$ cat src/rtl/lifo_callstack_pkg.sv
package lifo_callstack_pkg;

    typedef enum logic [1:0] {
        OP_PUSH = 2'b00,
        OP_POP  = 2'b01,
        OP_CALL = 2'b10,
        OP_RET  = 2'b11
    } lcs_op_e;

    function automatic logic op_stores(input lcs_op_e op);
        return (op == OP_PUSH) || (op == OP_CALL);
    endfunction

    function automatic logic op_removes(input lcs_op_e op);
        return (op == OP_POP) || (op == OP_RET);
    endfunction

endpackage

$ cat src/rtl/lcs_ptr.sv
module lcs_ptr
    import lifo_callstack_pkg::*;
#(
    parameter int DEPTH = 8,
    localparam int SP_W  = $clog2(DEPTH + 1),
    localparam int IDX_W = (DEPTH > 1) ? $clog2(DEPTH) : 1
) (
    input  logic             clk,
    input  logic             rst_n,
    input  logic             req_valid,
    input  lcs_op_e          req_op,
    output logic [SP_W-1:0]  sp_q,
    output logic             full,
    output logic             empty,
    output logic             push_ok,
    output logic             pop_ok,
    output logic [IDX_W-1:0] wr_idx,
    output logic [IDX_W-1:0] rd_idx,
    output logic             err_q
);

    localparam logic [SP_W-1:0] SP_EMPTY = SP_W'(DEPTH);

    typedef struct packed {
        logic [SP_W-1:0] sp;
        logic            err;
    } ptr_state_t;

    ptr_state_t st_d, st_q;
    logic       want_push, want_pop;

    always_comb begin
        want_push = req_valid && op_stores(req_op);
        want_pop  = req_valid && op_removes(req_op);
        full      = (st_q.sp == '0);
        empty     = (st_q.sp == SP_EMPTY);
        push_ok   = want_push && !full;
        pop_ok    = want_pop && !empty;
        wr_idx    = IDX_W'(st_q.sp - SP_W'(1));
        rd_idx    = IDX_W'(st_q.sp);

        st_d      = st_q;
        st_d.err  = (want_push && full) || (want_pop && empty);
        if (push_ok) begin
            st_d.sp = st_q.sp - SP_W'(1);
        end else if (pop_ok) begin
            st_d.sp = st_q.sp + SP_W'(1);
        end
    end

    always_ff @(posedge clk or negedge rst_n) begin
        if (!rst_n) begin
            st_q.sp  <= SP_EMPTY;
            st_q.err <= 1'b0;
        end else begin
            st_q <= st_d;
        end
    end

    assign sp_q  = st_q.sp;
    assign err_q = st_q.err;

    AST_SP_BOUND: assert property (@(posedge clk) disable iff (!rst_n)
        sp_q <= SP_EMPTY);

    AST_PUSH_DEC: assert property (@(posedge clk) disable iff (!rst_n)
        push_ok |=> (sp_q == $past(sp_q) - SP_W'(1)) && !err_q);

    AST_POP_INC: assert property (@(posedge clk) disable iff (!rst_n)
        pop_ok |=> (sp_q == $past(sp_q) + SP_W'(1)) && !err_q);

    AST_NO_OVERFLOW: assert property (@(posedge clk) disable iff (!rst_n)
        (want_push && full) |=> (sp_q == '0) && err_q);

    AST_NO_UNDERFLOW: assert property (@(posedge clk) disable iff (!rst_n)
        (want_pop && empty) |=> (sp_q == SP_EMPTY) && err_q);

    AST_IDLE_HOLD: assert property (@(posedge clk) disable iff (!rst_n)
        !req_valid |=> $stable(sp_q) && !err_q);

endmodule

$ cat src/rtl/lcs_store.sv
module lcs_store #(
    parameter int DEPTH  = 8,
    parameter int WORD_W = 16,
    localparam int IDX_W = (DEPTH > 1) ? $clog2(DEPTH) : 1
) (
    input  logic              clk,
    input  logic              rst_n,
    input  logic              wr_en,
    input  logic [IDX_W-1:0]  wr_idx,
    input  logic [WORD_W-1:0] wr_data,
    input  logic [IDX_W-1:0]  rd_idx,
    output logic [WORD_W-1:0] rd_data
);

    logic [WORD_W-1:0] entry_q [DEPTH];
    logic [WORD_W-1:0] entry_d [DEPTH];

    for (genvar gi = 0; gi < DEPTH; gi++) begin : g_entry
        always_comb begin
            entry_d[gi] = entry_q[gi];
            if (wr_en && (wr_idx == IDX_W'(gi))) begin
                entry_d[gi] = wr_data;
            end
        end

        always_ff @(posedge clk or negedge rst_n) begin
            if (!rst_n) begin
                entry_q[gi] <= '0;
            end else begin
                entry_q[gi] <= entry_d[gi];
            end
        end
    end

    always_comb begin
        rd_data = '0;
        for (int k = 0; k < DEPTH; k++) begin
            if (rd_idx == IDX_W'(k)) begin
                rd_data = entry_q[k];
            end
        end
    end

    AST_WR_IN_RANGE: assert property (@(posedge clk) disable iff (!rst_n)
        wr_en |-> (int'(wr_idx) < DEPTH));

endmodule

$ cat src/rtl/lifo_callstack.sv
module lifo_callstack
    import lifo_callstack_pkg::*;
#(
    parameter int DEPTH  = 8,
    parameter int WORD_W = 16,
    localparam int SP_W  = $clog2(DEPTH + 1),
    localparam int IDX_W = (DEPTH > 1) ? $clog2(DEPTH) : 1
) (
    input  logic              clk,
    input  logic              rst_n,
    input  logic              req_valid,
    input  logic [1:0]        req_op,
    input  logic [WORD_W-1:0] req_data,
    input  logic [WORD_W-1:0] next_pc,
    output logic [WORD_W-1:0] pop_data,
    output logic              pop_valid,
    output logic [WORD_W-1:0] ret_pc,
    output logic              ret_valid,
    output logic [SP_W-1:0]   sp,
    output logic              full,
    output logic              empty,
    output logic              err
);

    typedef struct packed {
        logic [WORD_W-1:0] pop_data;
        logic              pop_valid;
        logic [WORD_W-1:0] ret_pc;
        logic              ret_valid;
    } out_state_t;

    lcs_op_e           op;
    logic              push_ok, pop_ok;
    logic [IDX_W-1:0]  wr_idx, rd_idx;
    logic [WORD_W-1:0] push_word, stk_rd_data;
    out_state_t        out_d, out_q;

    assign op        = lcs_op_e'(req_op);
    assign push_word = (op == OP_CALL) ? next_pc : req_data;

    lcs_ptr #(.DEPTH(DEPTH)) u_ptr (
        .clk       (clk),
        .rst_n     (rst_n),
        .req_valid (req_valid),
        .req_op    (op),
        .sp_q      (sp),
        .full      (full),
        .empty     (empty),
        .push_ok   (push_ok),
        .pop_ok    (pop_ok),
        .wr_idx    (wr_idx),
        .rd_idx    (rd_idx),
        .err_q     (err)
    );

    lcs_store #(.DEPTH(DEPTH), .WORD_W(WORD_W)) u_store (
        .clk     (clk),
        .rst_n   (rst_n),
        .wr_en   (push_ok),
        .wr_idx  (wr_idx),
        .wr_data (push_word),
        .rd_idx  (rd_idx),
        .rd_data (stk_rd_data)
    );

    always_comb begin
        out_d           = out_q;
        out_d.pop_valid = 1'b0;
        out_d.ret_valid = 1'b0;
        if (pop_ok) begin
            if (op == OP_RET) begin
                out_d.ret_pc    = stk_rd_data;
                out_d.ret_valid = 1'b1;
            end else begin
                out_d.pop_data  = stk_rd_data;
                out_d.pop_valid = 1'b1;
            end
        end
    end

    always_ff @(posedge clk or negedge rst_n) begin
        if (!rst_n) begin
            out_q <= '0;
        end else begin
            out_q <= out_d;
        end
    end

    assign pop_data  = out_q.pop_data;
    assign pop_valid = out_q.pop_valid;
    assign ret_pc    = out_q.ret_pc;
    assign ret_valid = out_q.ret_valid;

    AST_ONE_STROBE: assert property (@(posedge clk) disable iff (!rst_n)
        !(pop_valid && ret_valid));

    AST_TOP_WRITTEN: assert property (@(posedge clk) disable iff (!rst_n)
        push_ok |=> (stk_rd_data == $past(push_word)));

    AST_STROBE_NEEDS_ENTRY: assert property (@(posedge clk) disable iff (!rst_n)
        (req_valid && op_removes(op) && empty) |=> !pop_valid && !ret_valid);

    AST_LIFO_PAIR: assert property (@(posedge clk) disable iff (!rst_n)
        ($past(push_ok, 2) && $past(pop_ok)) |->
            ((pop_valid && pop_data == $past(push_word, 2)) ||
             (ret_valid && ret_pc == $past(push_word, 2))));

    AST_HOLD_DATA: assert property (@(posedge clk) disable iff (!rst_n)
        !pop_valid |-> $stable(pop_data));

endmodule

$ cat config.mk
export PLATFORM = sky130hd
export DESIGN_NAME = lifo_callstack
export DESIGN_NICKNAME = d
export VERILOG_FILES = /design/src/rtl/lifo_callstack_pkg.sv /design/src/rtl/lcs_ptr.sv /design/src/rtl/lcs_store.sv /design/src/rtl/lifo_callstack.sv
export SDC_FILE = /design/constraint.sdc
export NUM_CORES = 1
export LEC_CHECK = 0
export BUFFER_PORTS_ARGS = -buffer_cell sky130_fd_sc_hd__buf_2
export CAP_MARGIN = 20
export CELL_PAD_IN_SITES_DETAIL_PLACEMENT = 2
export CELL_PAD_IN_SITES_GLOBAL_PLACEMENT = 2
export CORE_MARGIN = 3
export CORE_UTILIZATION = 40
export DETAILED_ROUTE_END_ITERATION = 8
export GPL_ROUTABILITY_DRIVEN = 0
export PLACE_DENSITY = 0.79
export SYNTH_ARGS = -nofsm -noshare
export SYNTH_HDL_FRONTEND = slang
export SYNTH_SLANG_ARGS = --single-unit
$ cat constraint.sdc
create_clock -name clk -period 2.9 [get_ports clk]
set_clock_uncertainty 0.1 [all_clocks]
set_input_delay 0.145 -clock clk [delete_from_list [all_inputs] [get_ports clk]]
set_output_delay 0.145 -clock clk [all_outputs]
set_load 0.005 [all_outputs]
==> results.txt, run 1 <==
The number of top-level pins came out at 78. The post-synthesis async set-or-reset flop share is 100%. Summing the areas of all xor and xnor instances in the mapped netlist gives 0.328% of the synthesized area.

Entering global routing, the biggest net connects 82 pins. The worst setup path is launched from a register. The overall routing resource usage came out at 24.3%.

Counting every net in the synthesized netlist gives 723. Summing the areas of all and, or, nand and nor instances in the mapped netlist gives 10.8% of the synthesized area. The via count of the first global-routing pass was 6600. The clock passes through at most 2 buffers. The tightest min-delay check is of the input port to register type. The maximum ir drop on the vdd rail is 446 uV. The TritonCTS clock tree is done. The net count of the finished layout is 791.

After synthesis, the most frequently instantiated cells are 166 x dfrtp_1, 134 x mux2_2, 65 x nand2_1. Dividing the synthesized area by the synthesized cell count gives 11.8 um^2. The maximum fanout along the worst path came out at 13.

The gate count after technology mapping is 679. The static leakage power is 4.16 nW. The post-synthesis compound-gate area fraction came out at 11.4%. For this run the aggregate overflow at the end of global routing stands at 0. The Yosys step of the flow raised 0 warnings. The clock transition at the registers of the reported paths is 0.06 ns. The clock drives 167 sinks. In this run the cell area of the synthesized design comes to 8020 um^2. The effective utilization at floorplan came out at 40.9%.

STA puts the critical path data required time at 3.11 ns. The via count is 5971. The final critical delay including setup and external delays came out at 2.80 ns. The count of final setup violators came out at 0.

The height of the die is 148 um. The largest family of logic cells by synthesized area is multiplexers. The worst relative slew slack is 46.1%. Summed over all layers, the routed wires come to 25800 um. In the final routed layout, each cell accounts on average for 25.2 um. The number of levels in the clock H-tree is 4.

The flow ran to the end, and the final reports show no timing, DRC or antenna violations. The arrival time of data at the critical path endpoint came out at 3.01 ns. The count of port buffers added during placement came out at 77. The number of hold-slack violations in the final timing report is 0. Yosys attributes the largest share of cell area to dfrtp_1 52%, mux2_2 19%, nand2_1 3.0%, o31ai_1 2.8%, a21oi_1 2.2%.

The fraction of layout instances using a drive strength above 1 came out at 37.3%. The power density over the cells came out at 1150 nW/um^2. The number of design-rule violations left by the first detailed-router iteration is 406. The total number of placement rows came out at 51.

The clock latency of the later-clocked register in the worst-skew pair is 0.42 ns. In this run the standard cell core region covers 19600 um^2. Setup repair after global routing left no endpoint under its margin.

The count of distinct cell types in the synthesized netlist is 46. The endpoint kind of the worst setup timing path is a register. The mux cell area share after synthesis came out at 21.1%. The antenna cell count came out at 0.

The reported max-cap violation count is 0. The total setup buffers inserted after CTS came out at 0. In the synthesized netlist the dominant register cell turns out to be dfrtp_1.

dfrtp_1 is the most common cell in the netlist. The placed wire-length estimate after detailed placement is 17300 um. The number of antenna violations at the first check in global routing came out at 0.

The detail route stage leaves a number of antenna-violating nets equal to 0. The pin slew with the least headroom to its limit is 0.808 ns. The final clock period utilization by the worst path is 96.6%.

The worst hold slack is 0.144 ns. The die covers 21800 um^2. The number of clock buffers added by TritonCTS is 17.

The count of flip-flops with a built-in enable after synthesis came out at 0. The final routed DRC violation total came out at 0. The global-route wire length before repair came out at 40800 um.

The area growth from synthesis to layout is 15.4%. The x dimension of the die came out at 148 um. The top cell type by area accounts for 51.8% of the synthesized area. The largest stage delay on the critical path is 0.52 ns. The count of final max-slew check failures is 0. The core utilization of the finished layout is 47.2%.

The signal on the critical path passes through inv_1 -> ha_2 -> buf_4 -> a21oi_1 -> o21ai_0 -> nor3_1 -> o31ai_1. The critical path is of the register to register type. The post-synthesis share of cell area spent on full adders, half adders and majority gates is 1.09%. The mean number of vias per cell came out at 5.83. The first detailed-routing pass ran for 5 iterations. The sequential-to-total area share from yosys stat is 52.1%. The post-synthesis sequential element count is 167. The maximum clock rate came out at 0.357 GHz. The biggest area contributor in the post-synthesis netlist is dfrtp_1.

The slowest stage of the critical path belongs to the cell o21ai_0. The cell chosen for the clock root is clkbuf_16.
==> registers in the layout, summed over array words and instances, names as in the netlist <==
name	count
u_ptr.sp_q	4
u_store.entry_q	128
ret_valid	1
u_ptr.err_q	1
ret_pc	16
pop_data	16
pop_valid	1
==> path summary, 6_finish.rpt <==
check | from | cells past startpoint | slack (ns) | to
max | u_ptr.sp_q[0] | 7 | 0.1 | pop_data[11]
min | req_op[0] | 3 | 0.14 | u_ptr.err_q
max reg2reg | u_ptr.sp_q[0] | 7 | 0.1 | pop_data[11]
min reg2reg | pop_data[8] | 2 | 0.38 | pop_data[8]
max in group asynchronous | rst_n | 3 | 1.57 | pop_data[13]
min in group asynchronous | rst_n | 2 | 0.22 | ret_pc[8]
==> placed cells by master, fill, tap and decap left out, types with 2 or more instances in the layout <==
master and count:
mux2i_1 3, dfrtp_1 166, ha_2 3, clkbuf_1 5, clkinv_2 3, clkinvlp_4 3
o21ai_0 33, nor2b_1 17, clkbuf_16 17, xnor2_1 2, mux2_4 10, mux2_2 134
nand3_1 4, buf_4 17, o31ai_1 30, buf_2 76, buf_12 2, a221o_1 15
nand2_1 65, nor2_1 3, inv_1 11, dlygate4sd3_1 2, or3_1 17, nor2b_2 2
nand2b_1 2, nand3b_1 17, nor3_1 15, nand3_2 6, o22ai_1 3, a21oi_1 35
ha_1 4, o221ai_1 15
==> per-layer routing <==
metal / GRT usage (%) / wire length [um] / vias to the layer above
met5: 0 / 0 / -
met4: 5.50 / 123 / 0
met3: 3.43 / 874 / 8
met2: 39.7 / 12500 / 149
met1: 34.6 / 12300 / 3198
li1: - / - / 2616
==> per-stage QoR <==
step	std cells	worst slack (ns)	cell area, um^2	setup TNS [ns]	power, mW
detailed placement	991	-0.229	8700	-4.37	8.37
CTS	1024	0.0291	9250	0	10.7
finish	1024	0.0976	9260	0	10.7
global route	1024	0.0171	9260	0	11.3
floorplan	679	0.513	8020	0	6.64
global placement	991	0.0555	8700	0	7.94
==> cell families (layout without fill, tap and decap cells) <==
kind of cell | Yosys count | in the layout
flops | 167 | 167
simple gates | 158 | 158
mux | 147 | 147
compound gates | 137 | 137
buf+inv | 60 | 140
fa+ha+maj | 7 | 7
xor+xnor | 3 | 3
==> power by group <==
part | total (mW) | switching, mW | internal (mW)
combinational | 4.42 | 2.59 | 1.83
clock | 2.12 | 0.926 | 1.20
sequential | 4.12 | 0.723 | 3.40
==> area by class of cell <==
type | count | area (um^2)
tap | 265 | 332
timing repair buffer | 98 | 579
inverter | 11 | 41.3
clock inverter | 8 | 76.3
clock buffer | 23 | 458
sequential | 167 | 4180
multi-input combinational | 452 | 3590
fill | 1987 | 10300
==> critical path: cells and delay by family (launching register included) <==
family	cells	cell delay, ns
simple gates	1	0.28
flops	1	0.43
buf+inv	2	0.49
fa+ha+maj	1	0.40
compound gates	3	0.96
==> repair_timing <==
item                       CTS  global route
gates resized for setup      1             2
setup endpoints to repair   30            25
hold buffers                 2             0
hold endpoints to repair    79             0
No activity file was read; power rests on OpenSTA's default activity.
==> run 2, diff against run 1 <==
Settings changed: ABC_AREA from default to 1, CORE_UTILIZATION 40 to 36, PLACE_DENSITY 0.79 to 0.8.
==> results.txt, run 2 <==
Run status: finished clean (unchanged). The number of buffers inserted during clock tree synthesis is 17 (unchanged). The maximum clock insertion buffer count came out at 2 (unchanged).

The TritonCTS clock tree was done (unchanged). The area of the mapped netlist came to 8220 um^2 (was 8020 um^2). The worst-case setup margin in the final layout came out at 0.166 ns (was 0.0976 ns).

The register name with the most flops is u_store.entry_q (unchanged). The core utilization of the finished layout was 43.7% (was 47.2%). The sum of internal, switching and leakage power came out at 10.9 mW (was 10.7 mW). The largest net degree at the start of global routing was 71 (was 82). The mean number of vias per cell is 5.04 (was 5.83). The cell-internal power came out at 6.39 mW (was 6.43 mW). Synth top area cells: dfrtp_1 51%, nand2_1 15%, o21ai_0 7.9%, inv_1 6.5%, mux2_2 4.9% (was dfrtp_1 52%, mux2_2 19%, nand2_1 3.0%, o31ai_1 2.8%, a21oi_1 2.2%). Ranking of synthesized cells by instance count: 324 x nand2_1, 166 x dfrtp_1, 142 x inv_1 (was 166 x dfrtp_1, 134 x mux2_2, 65 x nand2_1). The required time of the worst setup path is 3.12 ns (was 3.11 ns).

The endpoint kind of the worst setup timing path is a register (unchanged). The pin slew with the least headroom to its limit is 0.710 ns (was 0.808 ns). The effective utilization at floorplan is 37.2% (was 40.9%). The total negative slack for setup checks came out at 0 ns (unchanged).

The switching portion of total power came out at 41.7% (was 39.7%). The number of antenna violations at the first check in global routing is 0 (unchanged). The final cell count without fillers came out at 1364 (was 1024). The mean area per synthesized cell is 8.27 um^2 (was 11.8 um^2). The total clock sinks is 167 (unchanged). The post-synthesis to final-layout area growth is 17.4% (was 15.4%). The number of hold-slack violations in the final timing report came to 0 (unchanged). The number of cells in the design after placement is 1322 (was 991).

The count of TritonRoute iterations in the first routing pass is 7 (was 5). The clock transition at the registers of the reported paths came to 0.07 ns (was 0.06 ns). The overall die area is 24700 um^2 (was 21800 um^2). The post-synthesis async set-or-reset flop share is 100% (unchanged). The net count of the finished layout came out at 1115 (was 791). The maximum ir drop on the vdd rail is 437 uV (was 446 uV). The type of the setup path with the least slack is register to register (unchanged). The count of port buffers added during placement came out at 77 (unchanged). The maximum clock rate came to 0.366 GHz (was 0.357 GHz). The height of the die came out at 157 um (was 148 um). The pre-CTS worst setup slack came out at -0.104 ns (was -0.229 ns).

The number of levels in the clock H-tree came out at 4 (unchanged). The gate count after technology mapping is 994 (was 679). The via count of the first global-routing pass came out at 7796 (was 6600). The count of final max-slew check failures is 0 (unchanged). The net count after synthesis came out at 1038 (was 723). The power density over the cells came out at 1130 nW/um^2 (was 1150 nW/um^2). The number of nets with antenna violations after routing was 0 (unchanged). The x dimension of the die is 157 um (was 148 um).

The antenna cell count came out at 0 (unchanged). The most frequently used flop master after synthesis is dfrtp_1 (unchanged). The total of warnings raised by yosys came out at 0 (unchanged). The power spent charging and discharging nets came out at 4.56 mW (was 4.24 mW). The total number of placement rows is 54 (was 51). The worst hold slack is 0.0793 ns (was 0.144 ns). The fraction of layout instances using a drive strength above 1 came to 18.8% (was 37.3%). The via count is 6873 (was 5971). The cell chosen for the clock root was clkbuf_16 (unchanged).

The number of design-rule violations left by the first detailed-router iteration was 286 (was 406). The reported max-cap violation count is 0 (unchanged). The placeable core region came out at 22100 um^2 (was 19600 um^2). The final critical delay including setup and external delays came out at 2.73 ns (was 2.80 ns). The number of flip-flops under the largest register name is 128 (unchanged). Commonest cells after routing, fill and taps aside: 324 x nand2_1, 166 x dfrtp_1, 142 x inv_1 (was 166 x dfrtp_1, 134 x mux2_2, 76 x buf_2). The placed wire-length estimate after detailed placement is 17000 um (was 17300 um). The combinational share of power is 42.3% (was 41.4%).

The final clock period utilization by the worst path is 94.3% (was 96.6%). The proportion of power drawn by the clock network is 21.5% (was 19.9%). The post-synthesis sequential element count is 167 (unchanged). The top cell type's share of synthesized area came out at 50.6% (was 51.8%). The sequential-to-total area share from yosys stat was 50.9% (was 52.1%). The number of top-level pins is 78 (unchanged). The placed cell area is 8910 um^2 (was 8700 um^2).

The clock latency of the later-clocked register in the worst-skew pair came out at 0.43 ns (was 0.42 ns). The count of flip-flops with a built-in enable after synthesis is 0 (unchanged). The count of final setup violators is 0 (unchanged). The final routed DRC violation total is 0 (unchanged). The overall routing resource usage is 21.6% (was 24.3%). The arrival time of data at the critical path endpoint came out at 2.96 ns (was 3.01 ns). The class of the tightest hold or removal check is input port to register (unchanged). The most frequent cell after synthesis is nand2_1 (was dfrtp_1). The wire length after detailed routing is 26000 um (was 25800 um). The global-route wire length before repair came out at 41800 um (was 40800 um). The most frequent standard cell in the layout excluding fill and tap cells is nand2_1 (was dfrtp_1).

The sequential share of power is 36.1% (was 38.7%). The static leakage power came to 4.88 nW (was 4.16 nW). The dominant cell type by area after synthesis is dfrtp_1 (unchanged). The maximum fanout along the worst path came to 32 (was 13). The average detailed-routed wire length per instance was 19.1 um (was 25.2 um). The total non-filler cell area in the finished layout came out at 9650 um^2 (was 9260 um^2). The final global-route overflow total came out at 0 (unchanged). The count of distinct cell types in the synthesized netlist was 31 (was 46). The worst relative slew slack is 52.7% (was 46.1%).

The kind of start point of the critical path is a register (unchanged).
run 2: changes by cell type after synthesis, moves of 17 or more:
cell,previous run,this run
nand3b_1,17,0
o31ai_1,30,0
mux2_2,134,36
nor2b_1,18,0
or3_1,17,0
inv_1,11,142
nand2_1,65,324
nand3_1,4,51
o21ai_0,33,129
run 2: critical path, cell delays in order (launching register included):
cell and delay, ns:
dfrtp_1 0.43, inv_1 0.18, ha_1 0.25, inv_2 0.11, nor2_8 0.28, inv_2 0.11
o21ai_4 0.33, inv_2 0.10, nand2_4 0.14, nor2_1 0.06, buf_4 0.22, o21ai_0 0.28
run 2: timing repair:
item,in CTS,in global routing
endpoints found under the setup margin,56,39
hold endpoints to repair,73,0
pin swaps,0,4
hold buffers,5,0
resized for setup,4,1
buffers inserted,0,5
run 2: final cells by class:
| cell class | instances | area (um^2) |
|---|---|---|
| Sequential cell | 167 | 4180 |
| Clock buffer | 18 | 439 |
| Fill cell | 2477 | 12400 |
| Timing Repair Buffer | 106 | 672 |
| Multi-Input combinational cell | 632 | 3290 |
| Tap cell | 280 | 350 |
| Clock inverter | 14 | 163 |
| Inverter | 147 | 552 |
run 2: routing by layer:
metal	share of wire [%]	vias to the layer above	GRT usage, %
li1	-	3248	-
met1	44	3502	27.1
met2	52	90	39.5
met3	2.1	33	2.80
met4	1.7	0	5.54
met5	0	-	0
run 2: cell families after synthesis:
kind of cell	synth area share [%]
buffers and inverters	9.58
adders and majority gates	1.07
AOI/OAI and AO/OA	10.2
xor gates and xnor gates	0.548
muxes	7.49
and+or+nand+nor	20.3
DFF	50.9
run 2: final timing paths:
kind / start / to / slack, ns / depth (start not counted)
max: u_ptr.sp_q[1] / u_store.entry_q[42] / 0.17 / 11
min: next_pc[5] / u_store.entry_q[53] / 0.08 / 4
max reg2reg: u_ptr.sp_q[1] / u_store.entry_q[42] / 0.17 / 11
min reg2reg: pop_data[2] / pop_data[2] / 0.38 / 2
max in group asynchronous: rst_n / u_ptr.sp_q[3] / 1.67 / 3
min in group asynchronous: rst_n / pop_data[8] / 0.19 / 2
run 2: power groups by stage:
stage                     registers, mW  logic, mW  clock network [mW]
after global routing               4.09       5.32                2.51
after floorplan                    3.85       3.00                   0
after detailed placement           3.98       4.54                   0
after global placement             3.90       4.30                   0
after CTS                          3.96       4.68                2.40
final                              3.96       4.63                2.36
==> run 3, diff against run 2 <==
Settings changed: HOLD_SLACK_MARGIN from default to 0.05, PLACE_DENSITY 0.8 to default, PLACE_DENSITY_LB_ADDON from default to 0.1, TNS_END_PERCENT from default to 10.
==> results.txt, run 3 (synthesized netlist as in run 2, its figures left out) <==
The antenna cell count is 0 (unchanged). The number of buffers inserted during clock tree synthesis came to 17 (unchanged). The kind of start point of the critical path is a register (unchanged).

The effective utilization at floorplan is 37.2% (unchanged). The count of final setup violators is 0 (unchanged). The post-synthesis to final-layout area growth is 16.8% (was 17.4%). The via count came out at 6785 (was 6873). The arrival time of data at the critical path endpoint is 2.93 ns (was 2.96 ns). The core utilization of the finished layout came out at 43.4% (was 43.7%). The endpoint kind of the worst setup timing path was a register (unchanged). The worst relative slew slack was 34.1% (was 52.7%). The height of the die is 157 um (unchanged). The clock latency of the later-clocked register in the worst-skew pair is 0.43 ns (about the same).

The number of hold-slack violations in the final timing report is 0 (unchanged). The maximum fanout along the worst path is 16 (was 32). The maximum clock rate is 0.368 GHz (was 0.366 GHz). The power density over the cells is 1120 nW/um^2 (was 1130 nW/um^2). The maximum clock insertion buffer count is 2 (unchanged). The cell repeated most along the worst path was inv_2 (unchanged). The most frequent standard cell in the layout excluding fill and tap cells was nand2_1 (unchanged). The largest stage delay on the critical path came out at 0.75 ns (was 0.43 ns). The average detailed-routed wire length per instance came out at 18.4 um (was 19.1 um). The class of the tightest hold or removal check is input port to register (unchanged).

The final global-route overflow total came to 0 (unchanged). The number of cells in the design after placement was 1328 (was 1322). The number of antenna violations at the first check in global routing is 0 (unchanged).

The number of levels in the clock H-tree is 4 (unchanged). The final routed DRC violation total came out at 0 (unchanged). The number of flip-flops under the largest register name is 128 (unchanged). The net count of the finished layout is 1117 (was 1115). The number of design-rule violations left by the first detailed-router iteration came out at 290 (was 286).

The total number of placement rows is 54 (unchanged). The overall routing resource usage is 21.5% (was 21.6%). The placeable core region came out at 22100 um^2 (unchanged). The required time of the worst setup path came out at 3.11 ns (was 3.12 ns). The reported max-cap violation count is 0 (unchanged). The clock transition at the registers of the reported paths is 0.07 ns (about the same). The count of TritonRoute iterations in the first routing pass is 4 (was 7). The number of top-level pins is 78 (unchanged).

Commonest cells after routing, fill and taps aside: 324 x nand2_1, 166 x dfrtp_1, 142 x inv_1 (unchanged). The total clock sinks came out at 167 (unchanged). Run status: finished clean (unchanged). The total setup buffers inserted after CTS is 0 (unchanged). Setup repair after global routing left no endpoint under its margin. The placed wire-length estimate after detailed placement is 17100 um (was 17000 um).

The overall die area came out at 24700 um^2 (unchanged). The final cell count without fillers came out at 1366 (was 1364). CP cell instances: inv_1 -> ha_1 -> inv_2 -> nor2_8 -> inv_2 -> o21ai_4 -> buf_4 -> nor3_4 -> mux2_2 (was inv_1 -> ha_1 -> inv_2 -> nor2_8 -> inv_2 -> o21ai_4 -> inv_2 -> nand2_4 -> nor2_1 -> buf_4 -> o21ai_0). The count of final max-slew check failures came out at 0 (unchanged). The global-route wire length before repair is 41300 um (was 41800 um).

The wire length after detailed routing came out at 25100 um (was 26000 um). The fraction of layout instances using a drive strength above 1 was 19.0% (was 18.8%). The x dimension of the die came out at 157 um (unchanged).

The mean number of vias per cell came to 4.97 (was 5.04). The largest net degree at the start of global routing came to 73 (was 71). The sum of internal, switching and leakage power is 10.7 mW (was 10.9 mW). The number of nets with antenna violations after routing was 0 (unchanged). The register name with the most flops is u_store.entry_q (unchanged). The count of port buffers added during placement came out at 77 (unchanged).

The type of the setup path with the least slack is register to register (unchanged). The via count of the first global-routing pass is 7523 (was 7796). The TritonCTS clock tree was done (unchanged). The final clock period utilization by the worst path came out at 93.8% (was 94.3%).

The maximum ir drop on the vdd rail was 556 uV (was 437 uV). The static leakage power is 4.86 nW (was 4.88 nW). The pin slew with the least headroom to its limit is 0.986 ns (was 0.710 ns). The slowest cell on the critical path is nor3_4 (was dfrtp_1). The cell chosen for the clock root was clkbuf_16 (unchanged). The final critical delay including setup and external delays came to 2.72 ns (was 2.73 ns).
run 3: cell count changes in the layout (fill, tap and decap cells not counted), moves of 2 or more:
cell        delta
buf_12         -2
clkinv_4       -3
clkinvlp_4     +3
inv_6          +2
nor2_2         +2
buf_4          +2
nor2_4         -2
run 3: timing repair:
action	CTS	global route
setup endpoints to repair	11	16
gates resized for setup	1	1
hold buffers	5	0
endpoints found under the hold margin	86	0
run 3: report_power, final:
| group | total [mW] | switching [mW] | internal [mW] |
|---|---|---|---|
| logic | 4.52 | 2.90 | 1.62 |
| registers | 3.92 | 0.473 | 3.45 |
| clock network | 2.26 | 1.06 | 1.20 |
| total | 10.7 | 4.43 | 6.27 |
run 3: worst max-delay path, delay by kind of cell (launching register included):
| kind | cells | cell delay, ns |
|---|---|---|
| adder cells (fa/ha/maj) | 1 | 0.23 |
| multiplexers | 1 | 0.43 |
| AND/OR/NAND/NOR | 2 | 0.79 |
| AO/OA/AOI/OAI | 1 | 0.06 |
| flip-flops | 1 | 0.41 |
| buffers and inverters | 4 | 0.55 |
run 3: routing by layer:
layer  track usage, %  up-vias  share of wire [%]
met4             4.17        0               0.79
met2             38.3       60                 51
li1                 -     3240                  -
met3             3.35       14                1.8
met5                0        -                  0
met1             27.9     3471                 46
run 3: layout make-up:
type | count | area (um^2)
clock inverters | 15 | 140
inverters | 147 | 552
clock buffers | 17 | 425
repair buffers | 108 | 673
multi-input cells | 632 | 3270
well taps | 280 | 350
flip-flops and latches | 167 | 4180
fillers | 2520 | 12500
run 3: worst paths after layout:
path	startpoint	end	slack, ns	cells after the start
setup reg to reg	u_ptr.sp_q[1]	u_store.entry_q[110]	0.18	9
min in group asynchronous	rst_n	u_store.entry_q[71]	0.21	2
max in group asynchronous	rst_n	u_ptr.sp_q[3]	1.68	3
hold reg to reg	ret_pc[4]	ret_pc[4]	0.38	2
setup / recovery	u_ptr.sp_q[1]	u_store.entry_q[110]	0.18	9
hold / removal	req_data[6]	u_store.entry_q[118]	0.07	4
run 3: stage by stage:
stage	setup TNS [ns]	setup WS (ns)	cell area [um^2]	hold slack, ns
after detailed placement	-0.0279	-0.0279	8950	0.135
after global placement	0	0.208	8940	0.133
after CTS	0	0.0854	9580	0.0584
after global routing	0	0.0309	9600	0.0850
after floorplan	0	0.735	8220	-0.251
final	0	0.180	9600	0.0710
